## src/rtl/rxq_pkg.sv

```systemverilog
package rxq_pkg;

    localparam int DATA_W = 8;

    typedef struct packed {
        logic brk;
        logic ferr;
        logic perr;
    } rxq_stat_t;

    typedef struct packed {
        rxq_stat_t          stat;
        logic [DATA_W-1:0]  data;
    } rxq_entry_t;

    typedef enum logic [1:0] {
        LVL_ONE  = 2'd0,
        LVL_HALF = 2'd1,
        LVL_3Q   = 2'd2,
        LVL_FULL = 2'd3
    } rxq_level_e;

    function automatic int level_target(input logic [1:0] code, input int depth);
        case (rxq_level_e'(code))
            LVL_ONE:  return 1;
            LVL_HALF: return depth / 2;
            LVL_3Q:   return (depth * 3) / 4;
            default:  return depth;
        endcase
    endfunction

endpackage

```

## src/rtl/rxq_store.sv

```systemverilog
module rxq_store
    import rxq_pkg::*;
#(
    parameter int MAX_DEPTH     = 16,
    parameter int SHALLOW_DEPTH = 8,
    localparam int PW = $clog2(MAX_DEPTH),
    localparam int CW = $clog2(MAX_DEPTH + 1)
) (
    input  logic          clk,
    input  logic          rst,
    input  logic          deep,
    input  logic          accept,
    input  logic          start_seen,
    input  rxq_entry_t    in_word,
    input  logic          pop_req,
    input  logic          rx_reset,
    input  logic          err_reset,
    output rxq_entry_t    head,
    output logic [CW-1:0] fill,
    output logic          full,
    output logic          wr_en,
    output logic          pop_en,
    output logic          overrun,
    output logic          hold_v
);

    rxq_entry_t    mem [MAX_DEPTH];
    rxq_entry_t    hold_q;
    rxq_entry_t    wr_word;
    logic [PW-1:0] wptr;
    logic [PW-1:0] rptr;
    logic [CW-1:0] depth_sel;
    logic          ovr_set;

    assign depth_sel = deep ? CW'(MAX_DEPTH) : CW'(SHALLOW_DEPTH);
    assign full      = (fill >= depth_sel);
    assign pop_en    = pop_req && (fill != '0) && !rx_reset;
    assign wr_en     = !rx_reset && !full && (hold_v || accept);
    assign wr_word   = hold_v ? hold_q : in_word;
    assign ovr_set   = !rx_reset && full && hold_v && (accept || start_seen);
    assign head      = mem[rptr];

    always_ff @(posedge clk) begin
        if (wr_en) mem[wptr] <= wr_word;
    end

    always_ff @(posedge clk) begin
        if (rst || rx_reset) begin
            wptr   <= '0;
            rptr   <= '0;
            fill   <= '0;
            hold_v <= 1'b0;
            hold_q <= '0;
        end else begin
            if (wr_en)  wptr <= wptr + PW'(1);
            if (pop_en) rptr <= rptr + PW'(1);
            fill <= fill + CW'(wr_en) - CW'(pop_en);
            if (hold_v) begin
                if (!full) begin
                    hold_v <= accept;
                    hold_q <= in_word;
                end else if (accept) begin
                    hold_q <= in_word;
                end else if (start_seen) begin
                    hold_v <= 1'b0;
                end
            end else if (accept && full) begin
                hold_v <= 1'b1;
                hold_q <= in_word;
            end
        end
    end

    always_ff @(posedge clk) begin
        if (rst || err_reset) overrun <= 1'b0;
        else if (ovr_set)     overrun <= 1'b1;
    end

endmodule

```

## src/rtl/rxq_watchdog.sv

```systemverilog
module rxq_watchdog #(
    parameter int TICKS = 64,
    localparam int NW = $clog2(TICKS + 1)
) (
    input  logic clk,
    input  logic rst,
    input  logic enable,
    input  logic nonempty,
    input  logic restart,
    input  logic bit_tick,
    output logic irq
);

    logic [NW-1:0] cnt;

    always_ff @(posedge clk) begin
        if (rst || !enable || !nonempty || restart) begin
            cnt <= '0;
            irq <= 1'b0;
        end else if (bit_tick && !irq) begin
            cnt <= cnt + NW'(1);
            if (cnt == NW'(TICKS - 1)) irq <= 1'b1;
        end
    end

endmodule

```

## src/rtl/rxq_report.sv

```systemverilog
module rxq_report
    import rxq_pkg::*;
#(
    parameter int MAX_DEPTH     = 16,
    parameter int SHALLOW_DEPTH = 8,
    localparam int CW = $clog2(MAX_DEPTH + 1)
) (
    input  logic          clk,
    input  logic          rst,
    input  logic          deep,
    input  logic          block_mode,
    input  logic [1:0]    level_code,
    input  logic          autorts,
    input  logic          start_seen,
    input  logic          rx_reset,
    input  logic          err_reset,
    input  logic          pop_en,
    input  rxq_stat_t     head_stat,
    input  logic [CW-1:0] fill,
    input  logic          full,
    output rxq_stat_t     stat,
    output logic          irq_level,
    output logic          rts_on
);

    rxq_stat_t     acc;
    logic [CW-1:0] target;

    always_ff @(posedge clk) begin
        if (rst || rx_reset || err_reset) acc <= '0;
        else if (pop_en)                  acc <= acc | head_stat;
    end

    assign stat = block_mode ? (acc | head_stat) : head_stat;

    assign target    = deep ? CW'(level_target(level_code, MAX_DEPTH))
                            : CW'(level_target(level_code, SHALLOW_DEPTH));
    assign irq_level = (fill >= target);

    always_ff @(posedge clk) begin
        if (rst || !autorts)         rts_on <= 1'b1;
        else if (start_seen && full) rts_on <= 1'b0;
        else if (!full)              rts_on <= 1'b1;
    end

endmodule

```

## src/rtl/rxq_buffer.sv

```systemverilog
module rxq_buffer
    import rxq_pkg::*;
#(
    parameter int MAX_DEPTH     = 16,
    parameter int SHALLOW_DEPTH = 8,
    parameter int WDOG_TICKS    = 64,
    localparam int CW = $clog2(MAX_DEPTH + 1)
) (
    input  logic              clk,
    input  logic              rst,
    input  logic              cfg_deep,
    input  logic              cfg_block,
    input  logic [1:0]        cfg_level,
    input  logic              cfg_wdog_en,
    input  logic              cfg_autorts,
    input  logic              cfg_multidrop,
    input  logic              rx_enable,
    input  logic              cmd_rx_reset,
    input  logic              cmd_err_reset,
    input  logic              start_seen,
    input  logic              chr_valid,
    input  logic [DATA_W-1:0] chr_data,
    input  logic              chr_perr,
    input  logic              chr_ferr,
    input  logic              chr_brk,
    input  logic              bit_tick,
    input  logic              rd_pop,
    output logic [DATA_W-1:0] rd_data,
    output logic              rd_ready,
    output logic              rd_full,
    output logic              st_perr,
    output logic              st_ferr,
    output logic              st_brk,
    output logic              st_overrun,
    output logic              irq_level,
    output logic              irq_wdog,
    output logic              rts_on
);

    rxq_entry_t    in_word;
    rxq_entry_t    head;
    rxq_stat_t     head_stat;
    rxq_stat_t     stat;
    logic [CW-1:0] fill;
    logic          full;
    logic          wr_en;
    logic          pop_en;
    logic          hold_v;
    logic          accept;

    assign accept  = chr_valid && (rx_enable || (cfg_multidrop && chr_perr));
    assign in_word = '{stat: '{brk: chr_brk, ferr: chr_ferr, perr: chr_perr},
                       data: chr_data};

    rxq_store #(
        .MAX_DEPTH(MAX_DEPTH), .SHALLOW_DEPTH(SHALLOW_DEPTH)
    ) u_store (
        .clk(clk), .rst(rst), .deep(cfg_deep), .accept(accept),
        .start_seen(start_seen), .in_word(in_word), .pop_req(rd_pop),
        .rx_reset(cmd_rx_reset), .err_reset(cmd_err_reset), .head(head),
        .fill(fill), .full(full), .wr_en(wr_en), .pop_en(pop_en),
        .overrun(st_overrun), .hold_v(hold_v)
    );

    assign rd_ready  = (fill != '0);
    assign rd_full   = full;
    assign rd_data   = rd_ready ? head.data : '0;
    assign head_stat = rd_ready ? head.stat : '0;

    rxq_report #(
        .MAX_DEPTH(MAX_DEPTH), .SHALLOW_DEPTH(SHALLOW_DEPTH)
    ) u_report (
        .clk(clk), .rst(rst), .deep(cfg_deep), .block_mode(cfg_block),
        .level_code(cfg_level), .autorts(cfg_autorts), .start_seen(start_seen),
        .rx_reset(cmd_rx_reset), .err_reset(cmd_err_reset), .pop_en(pop_en),
        .head_stat(head_stat), .fill(fill), .full(full), .stat(stat),
        .irq_level(irq_level), .rts_on(rts_on)
    );

    assign st_perr = stat.perr;
    assign st_ferr = stat.ferr;
    assign st_brk  = stat.brk;

    rxq_watchdog #(
        .TICKS(WDOG_TICKS)
    ) u_wdog (
        .clk(clk), .rst(rst), .enable(cfg_wdog_en), .nonempty(rd_ready),
        .restart(wr_en || pop_en || cmd_rx_reset), .bit_tick(bit_tick),
        .irq(irq_wdog)
    );

endmodule

```

## config.mk

```make
export PLATFORM = sky130hd
export DESIGN_NAME = rxq_buffer
export DESIGN_NICKNAME = d
export VERILOG_FILES = /design/src/rtl/rxq_pkg.sv /design/src/rtl/rxq_store.sv /design/src/rtl/rxq_watchdog.sv /design/src/rtl/rxq_report.sv /design/src/rtl/rxq_buffer.sv
export SDC_FILE = /design/constraint.sdc
export NUM_CORES = 1
export LEC_CHECK = 0
export BUFFER_PORTS_ARGS = -buffer_cell sky130_fd_sc_hd__buf_2
export CAP_MARGIN = 15
export CORE_ASPECT_RATIO = 0.7
export CORE_MARGIN = 3
export CORE_UTILIZATION = 35
export CTS_CLUSTER_SIZE = 16
export DETAILED_ROUTE_END_ITERATION = 10
export GPL_TIMING_DRIVEN = 0
export HOLD_SLACK_MARGIN = 0.06
export PLACE_DENSITY = 0.56
export SLEW_MARGIN = 20
export SYNTH_ARGS = -nofsm -noshare
export SYNTH_HDL_FRONTEND = slang
export SYNTH_SLANG_ARGS = --single-unit
```

## constraint.sdc

```tcl
create_clock -name clk -period 3.25 [get_ports clk]
set_input_delay 0.325 -clock clk [delete_from_list [all_inputs] [get_ports clk]]
set_output_delay 0.325 -clock clk [all_outputs]
set_load 0.05 [all_outputs]
```

==> results of run 1 <==
==> power breakdown <==
part	total [mW]	internal (mW)	switching, mW
clock	2.55	1.48	1.07
combinational	0.919	0.289	0.630
sequential	3.08	3.06	0.0256
==> through the flow <==
| step | hold WS (ns) | std cells | setup TNS, ns | util (%) |
|---|---|---|---|---|
| 5_1_grt | 0.0874 | 992 | -1.41 | 42.3 |
| 2_1_floorplan | 0.402 | 574 | 0 | - |
| 3_5_place_dp | 0.456 | 946 | -4.64 | 39.0 |
| 3_3_place_gp | 0.448 | 942 | -46.55 | 38.7 |
| 6_report | 0.0908 | 992 | 0 | 42.3 |
| 4_1_cts | 0.0857 | 992 | 0 | 42.1 |
==> layer usage <==
metal / routed length, µm / share of wire, %
met1: 10100 / 49
met2: 9200 / 44
met3: 1010 / 4.9
met4: 437 / 2.1
met5: 0 / 0
==> final cells by class <==
type	count	area, µm²	share of cell area [%]
multi-input combinational	313	2850	26.8
buffer	28	141	1.33
tap	325	407	3.84
clock buffer	26	597	5.63
inverter	15	56.3	0.531
clock inverter	16	134	1.26
timing repair buffer	51	293	2.76
sequential	218	6130	57.8
==> cells by family after synthesis <==
group | share of synthesized area, %
XOR/XNOR | 1.54
multiplexers | 13.7
AO/OA/AOI/OAI | 5.07
buffers and inverters | 2.10
AND/OR/NAND/NOR | 6.96
adder cells (fa/ha/maj) | 3.12
flip-flops | 67.5
==> what timing repair did <==
item / in CTS / in global routing
buffers inserted: 0 / 0
gates resized for setup: 6 / 10
endpoints found under the setup margin: 57 / 67
endpoints found under the hold margin: 2 / 0
hold buffers: 4 / 0
==> sequential cells by signal, summed over array words and instances, names as in the netlist, named ones only <==
signal / flops
u_store.mem: 176
u_store.hold_q: 11
u_wdog.cnt: 7
u_store.fill: 5
u_store.rptr: 4
u_store.wptr: 4
u_report.acc: 3
u_report.rts_on: 1
u_store.hold_v: 1
u_store.overrun: 1
u_wdog.irq: 1
==> worst reg2reg max path: stages, from the launching register on <==
cell	delay (ns)
dfxtp_1	0.40
inv_1	0.13
ha_1	0.29
nor4b_2	0.17
o21a_2	0.25
nor4_4	0.52
nand2_1	0.32
nor2_2	0.65
==> layout by cell type, fill, tap and decap left out, drive strengths merged, types with 2 or more instances in the layout <==
cell type | Yosys | final
dlygate4sd3 | 0 | 4
nor2b | 9 | 9
mux4 | 37 | 37
xnor2 | 8 | 8
xor2 | 8 | 8
nand2b | 9 | 9
or3 | 2 | 2
o21a | 5 | 5
buf | 17 | 63
a21oi | 22 | 22
nor2 | 43 | 43
edfxtp | 176 | 176
mux2 | 17 | 17
bufinv | 0 | 2
ha | 21 | 21
a2111oi | 4 | 4
clkinv | 0 | 11
dfxtp | 42 | 42
a21o | 2 | 2
inv | 15 | 16
nand3 | 16 | 16
nor4 | 3 | 3
and4 | 2 | 2
clkbuf | 11 | 38
o21ai | 18 | 18
and2 | 3 | 3
nand2 | 23 | 23
a211oi | 4 | 4
clkinvlp | 0 | 2
nand3b | 2 | 2
mux2i | 22 | 22
nor4b | 2 | 2
o221ai | 2 | 2
o22ai | 8 | 8
nand4 | 2 | 2
nor3 | 7 | 7
==> worst max-delay path by stage <==
stage,endpoint
6_report,rd_data[3]
5_1_grt,u_store.mem[8][7]
4_1_cts,rd_data[1]
3_5_place_dp,u_store.mem[4][4]
3_3_place_gp,u_store.mem[2][2]
2_1_floorplan,u_store.mem[3][0]
==> run_results.csv, run 1 <==
group,metric,value,unit
setup_path,crit_buf_inv,3,
run_status,status,"finished, final reports clean",
cts,cts_buffers,23,
synthesis,synthArstFlopShare,0,%
setup_path,path_cells,"buf_2, clkbuf_1, mux4_2, mux2i_1, o22ai_1, buf_2",
setup_path,timing.rr.start,"u_store.fill[3]",
synthesis,synthTopCellsByArea,"edfxtp_1, dfxtp_1, mux4_2",
timing,fin_crit,3.10,ns
global_routing,grt_max_degree,17,
die,core-area,25000,µm²
min_path,min-delay-start,"chr_data[6]",
global_routing,gr-usage-met3,2.58,%
power,worst_ir_drop_vdd,0.000418,V
timing,finalHoldViolCount,0,
route,vias,5233,
placed_design,gpl.final_weighted_congestion,0.818,
global_routing,overflow,0,
timing,max_freq,0.322,GHz
route,drt-wirelength-per-cell,20.9,µm
synthesis,synth_cells,574,
setup_path,arrival,2.78,ns
setup_path,cp_slowest_cell,"clkbuf_1",
route,drtPass1Iterations,4,
route,dr.first_iter.drc_count,431,
cells_and_area,area_growth,16.8,%
timing,setup_viol,0,
setup_path,worstPathMaxFanout,10,
synthesis,ys_warn_count,0,
cts,cts.sinks,218,
setup_path,crit_top_cell,"buf_2",
cts,cts_root_buf,"clkbuf_16",
cts,cts_max_path_buffers,3,
timing,worst_pin_slew,0.785,ns
timing,clock-skew-final,0.0110,ns
die,die_w,198,µm
cells_and_area,fill_cells,2205,
power,total_power,6.56,mW
die,boundaryPins,44,
synthesis,ys_types,51,
placed_design,port_buffers,43,
synthesis,syn_area,9080,µm²
synthesis,post-synth-top-count-cell,"edfxtp_1",
setup_path,end_kind,"output port",
setup_path,cp_top_family,"buffers and inverters",
die,row_count,48,
global_routing,grt_pass1_vias,5307,
power,p_leak,3.44,nW
cts,cts_htree_levels,1,
cells_and_area,diodes,0,
timing,period_share,95.5,%
min_path,hold_class,"input pin to register",
setup_path,worstReg2RegEnd,"u_store.mem[4][7]",
synthesis,synth_fp_nets,623,
route,drc,0,
global_routing,grt_use_met2,22.9,%
setup_path,crit_cells,6,
timing,slew_headroom,47.6,%
cells_and_area,design_area,10600,µm²
synthesis,synth_top_area_share,58.2,%
global_routing,use_met1,22.5,%
route,viasPerCell,5.28,
synthesis,ys_ff_latch,218,
route,routed_wl,20700,µm
synthesis,synth_edf_count,176,
power,power_density,619,nW/µm²
placed_design,place_area,9770,µm²
synthesis,seq_area_frac_synth,67.5,%
setup_path,worstPathRequired,2.92,ns
min_path,worstHoldPathCells,3,
cts,clkTransAtPathRegs,0.06,ns
synthesis,synth_top_area_cell,"edfxtp_1",
min_path,hold_end,"u_store.hold_q[6]",
placed_design,dp_hpwl,14300,µm
timing,fin_ws,0.146,ns
setup_path,r2r_cells,7,
setup_path,slowest_delay,0.58,ns
die,start_util,36.2,%
cells_and_area,drive_gt1_share,26.1,%
cells_and_area,fin_nets,699,
die,die-area,27900,µm²
setup_path,worstSetupStartpointType,"register",
setup_path,worst-setup-path-type,"register to output port",
job,cap_violations,0,
global_routing,grtUsageTotal,14.9,%
synthesis,synth_common_cells,"edfxtp_1, nor2_1, dfxtp_1",
global_routing,grt_pass1_wl,31800,µm
cts,insertion_delay,0.51,ns
global_routing,grt.busiest_layer,"met2",
die,dieHeight,141,µm
setup_path,rrSetupSlack,0.15,ns
timing,rsz0062_at_grt,"true",
global_routing,antenna_found_initial,0,
synthesis,synthFlopType,"edfxtp_1",
cts,cts_tree,"built",
route,ant_nets,0,
synthesis,syn_avg_cell_area,15.8,µm²
placed_design,post-place-ws,-0.136,ns
timing,maxSlewViolCount,0,
(Power assumes the default switching activity.)
==> run 2, diff against run 1 <==
CELL_PAD_IN_SITES_DETAIL_PLACEMENT = 0   (was not set)
CELL_PAD_IN_SITES_GLOBAL_PLACEMENT = 2   (was not set)
PLACE_DENSITY = 0.7   (was 0.56)
==> run 2 against run 1 <==
Core utilization rose by 0.69 points; critical path depth up 2; final cell count up 0.81%; combinational power barely moved; largest power group unchanged; first-iteration DRC count down 12%; cell area is 1.6% higher; wire length increased by 1.5%; via count is 2.5% lower; maximum frequency down 0.26%; sequential power hardly changed; global-route usage up 0.35 points.
==> run_results.csv, run 2 (synthesis gave the netlist of run 1 again) <==
group,metric,value,unit
power,p_leak,3.53,nW
cts,insertion_delay,0.52,ns
setup_path,worstPathRequired,3.46,ns
die,boundaryPins,44,
min_path,worstHoldPathCells,3,
cells_and_area,drive_gt1_share,27.2,%
global_routing,antenna_found_initial,0,
cells_and_area,final_core_util,43.0,%
global_routing,grtUsageTotal,15.2,%
setup_path,r2r_cells,8,
min_path,min-delay-start,"chr_data[4]",
timing,setup_viol,0,
setup_path,worst-setup-path-type,"register to register",
cells_and_area,final_common_cell,"edfxtp_1",
job,cap_violations,0,
route,drc,0,
die,die_w,198,µm
power,worst_ir_drop_vdd,0.000425,V
cells_and_area,fill_cells,2151,
cts,cts_htree_levels,1,
cells_and_area,largest_reg_flops,176,
cells_and_area,area_growth,18.7,%
route,dr.first_iter.drc_count,380,
die,dieHeight,141,µm
timing,finalHoldViolCount,0,
timing,max_freq,0.321,GHz
timing,period_share,95.8,%
timing,fin_crit,3.11,ns
cts,cts_buffers,24,
global_routing,grt_pass1_wl,32300,µm
setup_path,timing.rr.start,"u_store.fill[3]",
timing,maxSlewViolCount,0,
cells_and_area,top_regs,"u_store.mem (176), u_store.hold_q (11), u_wdog.cnt (7)",
die,row_count,48,
route,drt-wirelength-per-cell,21.0,µm
cells_and_area,mostFrequentLayoutCells,"edfxtp_1, buf_2, dfxtp_1, mux4_2, nor2_1",
route,viasPerCell,5.10,
timing,slew_headroom,43.8,%
cts,cts_max_path_buffers,3,
placed_design,dp_hpwl,14500,µm
cts,cts_tree,"built",
route,vias,5100,
global_routing,grt_pass1_vias,5230,
min_path,hold_class,"input pin to register",
run_status,status,"finished, final reports clean",
setup_path,worstPathMaxFanout,7,
power,total_power,6.96,mW
die,core-area,25000,µm²
cts,cts_root_buf,"clkbuf_16",
timing,rsz0062_at_grt,"true",
global_routing,overflow,0,
setup_path,rrSetupSlack,0.14,ns
route,drtPass1Iterations,4,
setup_path,arrival,3.33,ns
global_routing,grt_max_degree,17,
die,start_util,36.2,%
cts,clkTransAtPathRegs,0.06,ns
power,power_density,646,nW/µm²
min_path,hold_end,"u_store.hold_q[4]",
cells_and_area,top_register,"u_store.mem",
setup_path,worstSetupStartpointType,"register",
route,ant_nets,0,
placed_design,gpl.final_weighted_congestion,0.759,
cells_and_area,fin_nets,705,
die,die-area,27900,µm²
timing,worst_pin_slew,0.844,ns
route,routed_wl,21000,µm
placed_design,port_buffers,43,
setup_path,end_kind,"register",
timing,clock-skew-final,0.0224,ns
setup_path,worstReg2RegEnd,"u_store.mem[3][1]",
cts,cts.sinks,218,
==> run 2: power breakdown <==
part | internal (mW) | leakage [nW] | switching (mW)
Combinational | 0.290 | 1.19 | 0.627
Clock | 1.84 | 0.419 | 1.12
Sequential | 3.06 | 1.92 | 0.0239
==> run 2: critical path, stage by stage, from the launching register on <==
cell and delay (ns):
dfxtp_1 0.42, inv_1 0.11, ha_1 0.29, nor4b_2 0.17, o21a_2 0.25, or4_1 0.50, clkbuf_1 0.21, nor3_2 0.53
buf_4 0.32
==> run 2: how the worst max path moves through the flow <==
stage | endpoint | from | cells after the start
finish | u_store.mem[3][1] | u_store.fill[3] | 8
CTS | u_store.mem[15][1] | u_store.fill[3] | 7
floorplan | u_store.mem[3][0] | u_store.fill[3] | 7
global placement | u_store.mem[1][1] | cfg_deep | 8
global route | u_store.mem[4][1] | u_store.fill[3] | 7
detailed placement | u_store.mem[13][3] | cfg_deep | 8
==> run 2: metal layers <==
| layer | global-route usage (%) | wire length, µm | part of all wire [%] | up-vias |
|---|---|---|---|---|
| met5 | 0 | 0 | 0 | - |
| met4 | 3.73 | 501 | 2.4 | 0 |
| met3 | 2.32 | 1150 | 5.5 | 28 |
| met2 | 22.5 | 9060 | 43 | 128 |
| met1 | 23.7 | 10300 | 49 | 2562 |
| li1 | - | - | - | 2382 |
==> run 2: stage by stage <==
step	setup TNS [ns]	area, µm²	hold slack [ns]	cells	setup slack [ns]
final	0	10800	0.100	1000	0.138
after global routing	-2.64	10800	0.0910	999	-0.0730
after CTS	0	10700	0.0824	993	0.0114
after detailed placement	-5.38	9760	0.458	946	-0.146
after global placement	-55.03	9700	0.447	942	-1.07
after floorplan	0	9080	0.402	574	0.355
==> run 2: layout make-up <==
type	instances	area, µm²	area share (%)
Sequential cell	218	6130	56.9
Multi-Input combinational cell	313	2850	26.4
Clock buffer	25	604	5.61
Tap cell	325	407	3.77
Timing Repair Buffer	56	320	2.97
Clock inverter	19	272	2.52
Buffer	28	139	1.29
Inverter	15	56.3	0.523
Antenna cell	1	2.50	0.0232
==> run 2: repair_timing <==
item | in CTS | in global routing
resized for setup | 8 | 6
endpoints found under the hold margin | 2 | 0
hold buffers | 3 | 0
buffers inserted | 0 | 6
endpoints found under the setup margin | 48 | 78
==> run 3, diff against run 2 <==
CORE_UTILIZATION = 40   (was 35)
PLACE_DENSITY = 0.77   (was 0.7)
==> run 3 against run 2 <==
Wire length decreased by 3.3%; non-clock buffer count decreased by 6; first-iteration DRC count increased by 16%; cell area decreased by 2.8%; sequential share of layout area increased by 1.6 points; final cell count decreased by 5.4%.
==> run_results.csv, run 3 (synthesis gave the netlist of run 1 again) <==
group,metric,value,unit
cts,cts_htree_levels,1,
cells_and_area,top_regs,"u_store.mem (176), u_store.hold_q (11), u_wdog.cnt (7)",
cts,cts.sinks,218,
power,p_leak,3.40,nW
cells_and_area,drive_gt1_share,25.2,%
setup_path,timing.rr.start,"u_store.fill[3]",
cells_and_area,final_common_cell,"edfxtp_1",
die,start_util,41.3,%
cells_and_area,stdcell_count,946,
run_status,status,"finished, final reports clean",
cts,clkTransAtPathRegs,0.06,ns
global_routing,grt_pass1_wl,31800,µm
timing,whs,0.0946,ns
cells_and_area,diodes,0,
cells_and_area,final_core_util,47.7,%
die,core-area,22000,µm²
route,viasPerCell,5.40,
setup_path,startpoint,"u_store.fill[3]",
setup_path,crit_end,"u_store.mem[13][8]",
power,power_density,609,nW/µm²
die,dieHeight,132,µm
setup_path,worstPathRequired,3.37,ns
cts,cts_root_buf,"clkbuf_16",
setup_path,rrSetupSlack,0.15,ns
placed_design,dp_hpwl,14000,µm
placed_design,port_buffers,43,
power,p_clk_share,37.5,%
timing,finalHoldViolCount,0,
timing,worst_pin_slew,0.823,ns
global_routing,grt_max_degree,17,
route,drtPass1Iterations,4,
power,worst_ir_drop_vdd,0.000447,V
route,dr.first_iter.drc_count,440,
setup_path,worstSetupStartpointType,"register",
die,row_count,45,
global_routing,grtUsageTotal,17.1,%
cells_and_area,top_register,"u_store.mem",
power,p_sw,1.66,mW
timing,setup_viol,0,
timing,maxSlewViolCount,0,
cells_and_area,design_area,10500,µm²
route,routed_wl,20300,µm
power,p_sw_share,26.0,%
power,p_seq_share,48.3,%
timing,rsz0062_at_grt,"true",
die,die-area,24600,µm²
min_path,hold_class,"input pin to register",
global_routing,antenna_found_initial,0,
timing,fin_crit,3.10,ns
cts,cts_tree,"built",
setup_path,worstReg2RegEnd,"u_store.mem[13][8]",
cts,cts_max_path_buffers,3,
job,cap_violations,0,
placed_design,placedCellCount,903,
cells_and_area,fin_nets,697,
setup_path,r2r_cells,7,
global_routing,grt_pass1_vias,5295,
timing,max_freq,0.322,GHz
timing,clock-skew-final,0.0180,ns
placed_design,gpl.final_weighted_congestion,0.814,
timing,period_share,95.5,%
cells_and_area,mostFrequentLayoutCells,"edfxtp_1, buf_2, dfxtp_1, mux4_2, nor2_1",
power,internal_power,4.72,mW
cts,cts_buffers,22,
die,boundaryPins,44,
cts,insertion_delay,0.51,ns
route,drc,0,
die,die_w,186,µm
global_routing,overflow,0,
cells_and_area,area_growth,15.4,%
setup_path,worstPathMaxFanout,11,
route,vias,5110,
route,drt-wirelength-per-cell,21.5,µm
setup_path,worst-setup-path-type,"register to register",
cells_and_area,largest_reg_flops,176,
setup_path,end_kind,"register",
timing,slew_headroom,45.1,%
setup_path,arrival,3.23,ns
route,ant_nets,0,
placed_design,place_area,9710,µm²
power,comb_power_share,14.2,%
run 3: cell count changes in the layout (fill, tap and decap cells not counted), moves of 2 or more:
cell and change:
bufinv_16 -5, buf_4 -7, clkbuf_8 +2, inv_6 -2
clkbuf_1 +6, clkinvlp_4 -2, clkbuf_16 -2
run 3: power groups by stage:
stage          clock network, mW  logic, mW  registers (mW)
2_1_floorplan                  0      0.659            3.14
3_3_place_gp                   0      0.888            3.14
3_5_place_dp                   0      0.905            3.14
4_1_cts                     2.44      0.912            3.08
5_1_grt                     2.57      0.976            3.08
6_report                    2.40      0.904            3.08
run 3: what timing repair did:
action	4_1_cts	5_1_grt
hold endpoints to repair	2	0
setup buffers	0	0
setup endpoints to repair	19	35
pin swaps	0	0
gates resized for setup	4	8
hold buffers	3	0
run 3: worst min-delay path by stage:
stage	slack, ns	to	start	depth (start not counted)
3_3_place_gp	0.45	u_store.hold_q[0]	u_store.hold_q[0]	2
3_5_place_dp	0.45	u_store.hold_q[6]	u_store.hold_q[6]	2
5_1_grt	0.09	u_report.rts_on	rst	2
4_1_cts	0.08	u_store.hold_q[6]	chr_data[6]	3
2_1_floorplan	0.40	u_store.overrun	cmd_err_reset	1
6_report	0.09	u_store.hold_q[6]	chr_data[6]	3
run 3: critical path: stages (launching register included):
cell and delay [ns]:
dfxtp_1 0.40, inv_1 0.10, ha_1 0.27, nor4b_2 0.16, o21a_2 0.24, nor4_4 0.49
nand2_1 0.33, nor2_2 0.71
run 3: metal layers:
metal  global-route usage, %  routed length [µm]  up-vias
met3                    2.59                 956       27
li1                        -                   -     2361
met2                    25.3                8870      124
met5                       0                   0        -
met4                    3.43                 351        0
met1                    27.1               10200     2598
run 3: metrics by stage:
step                      setup WS [ns]  power, mW  TNS (ns)
after floorplan                   0.355       3.80         0
after global placement           -0.919       4.03    -46.84
after detailed placement        -0.0849       4.05     -3.93
after CTS                       0.00468       6.43         0
after global routing            -0.0266       6.63    -0.401
final                             0.147       6.38         0
run 3: layout make-up:
cell class / instances / area [µm²]
inverter: 15 / 56.3
multi-input combinational: 313 / 2840
fill: 1865 / 11500
clock buffer: 31 / 604
sequential: 218 / 6130
buffer: 28 / 138
tap: 282 / 353
timing repair buffer: 50 / 275
clock inverter: 9 / 80.1
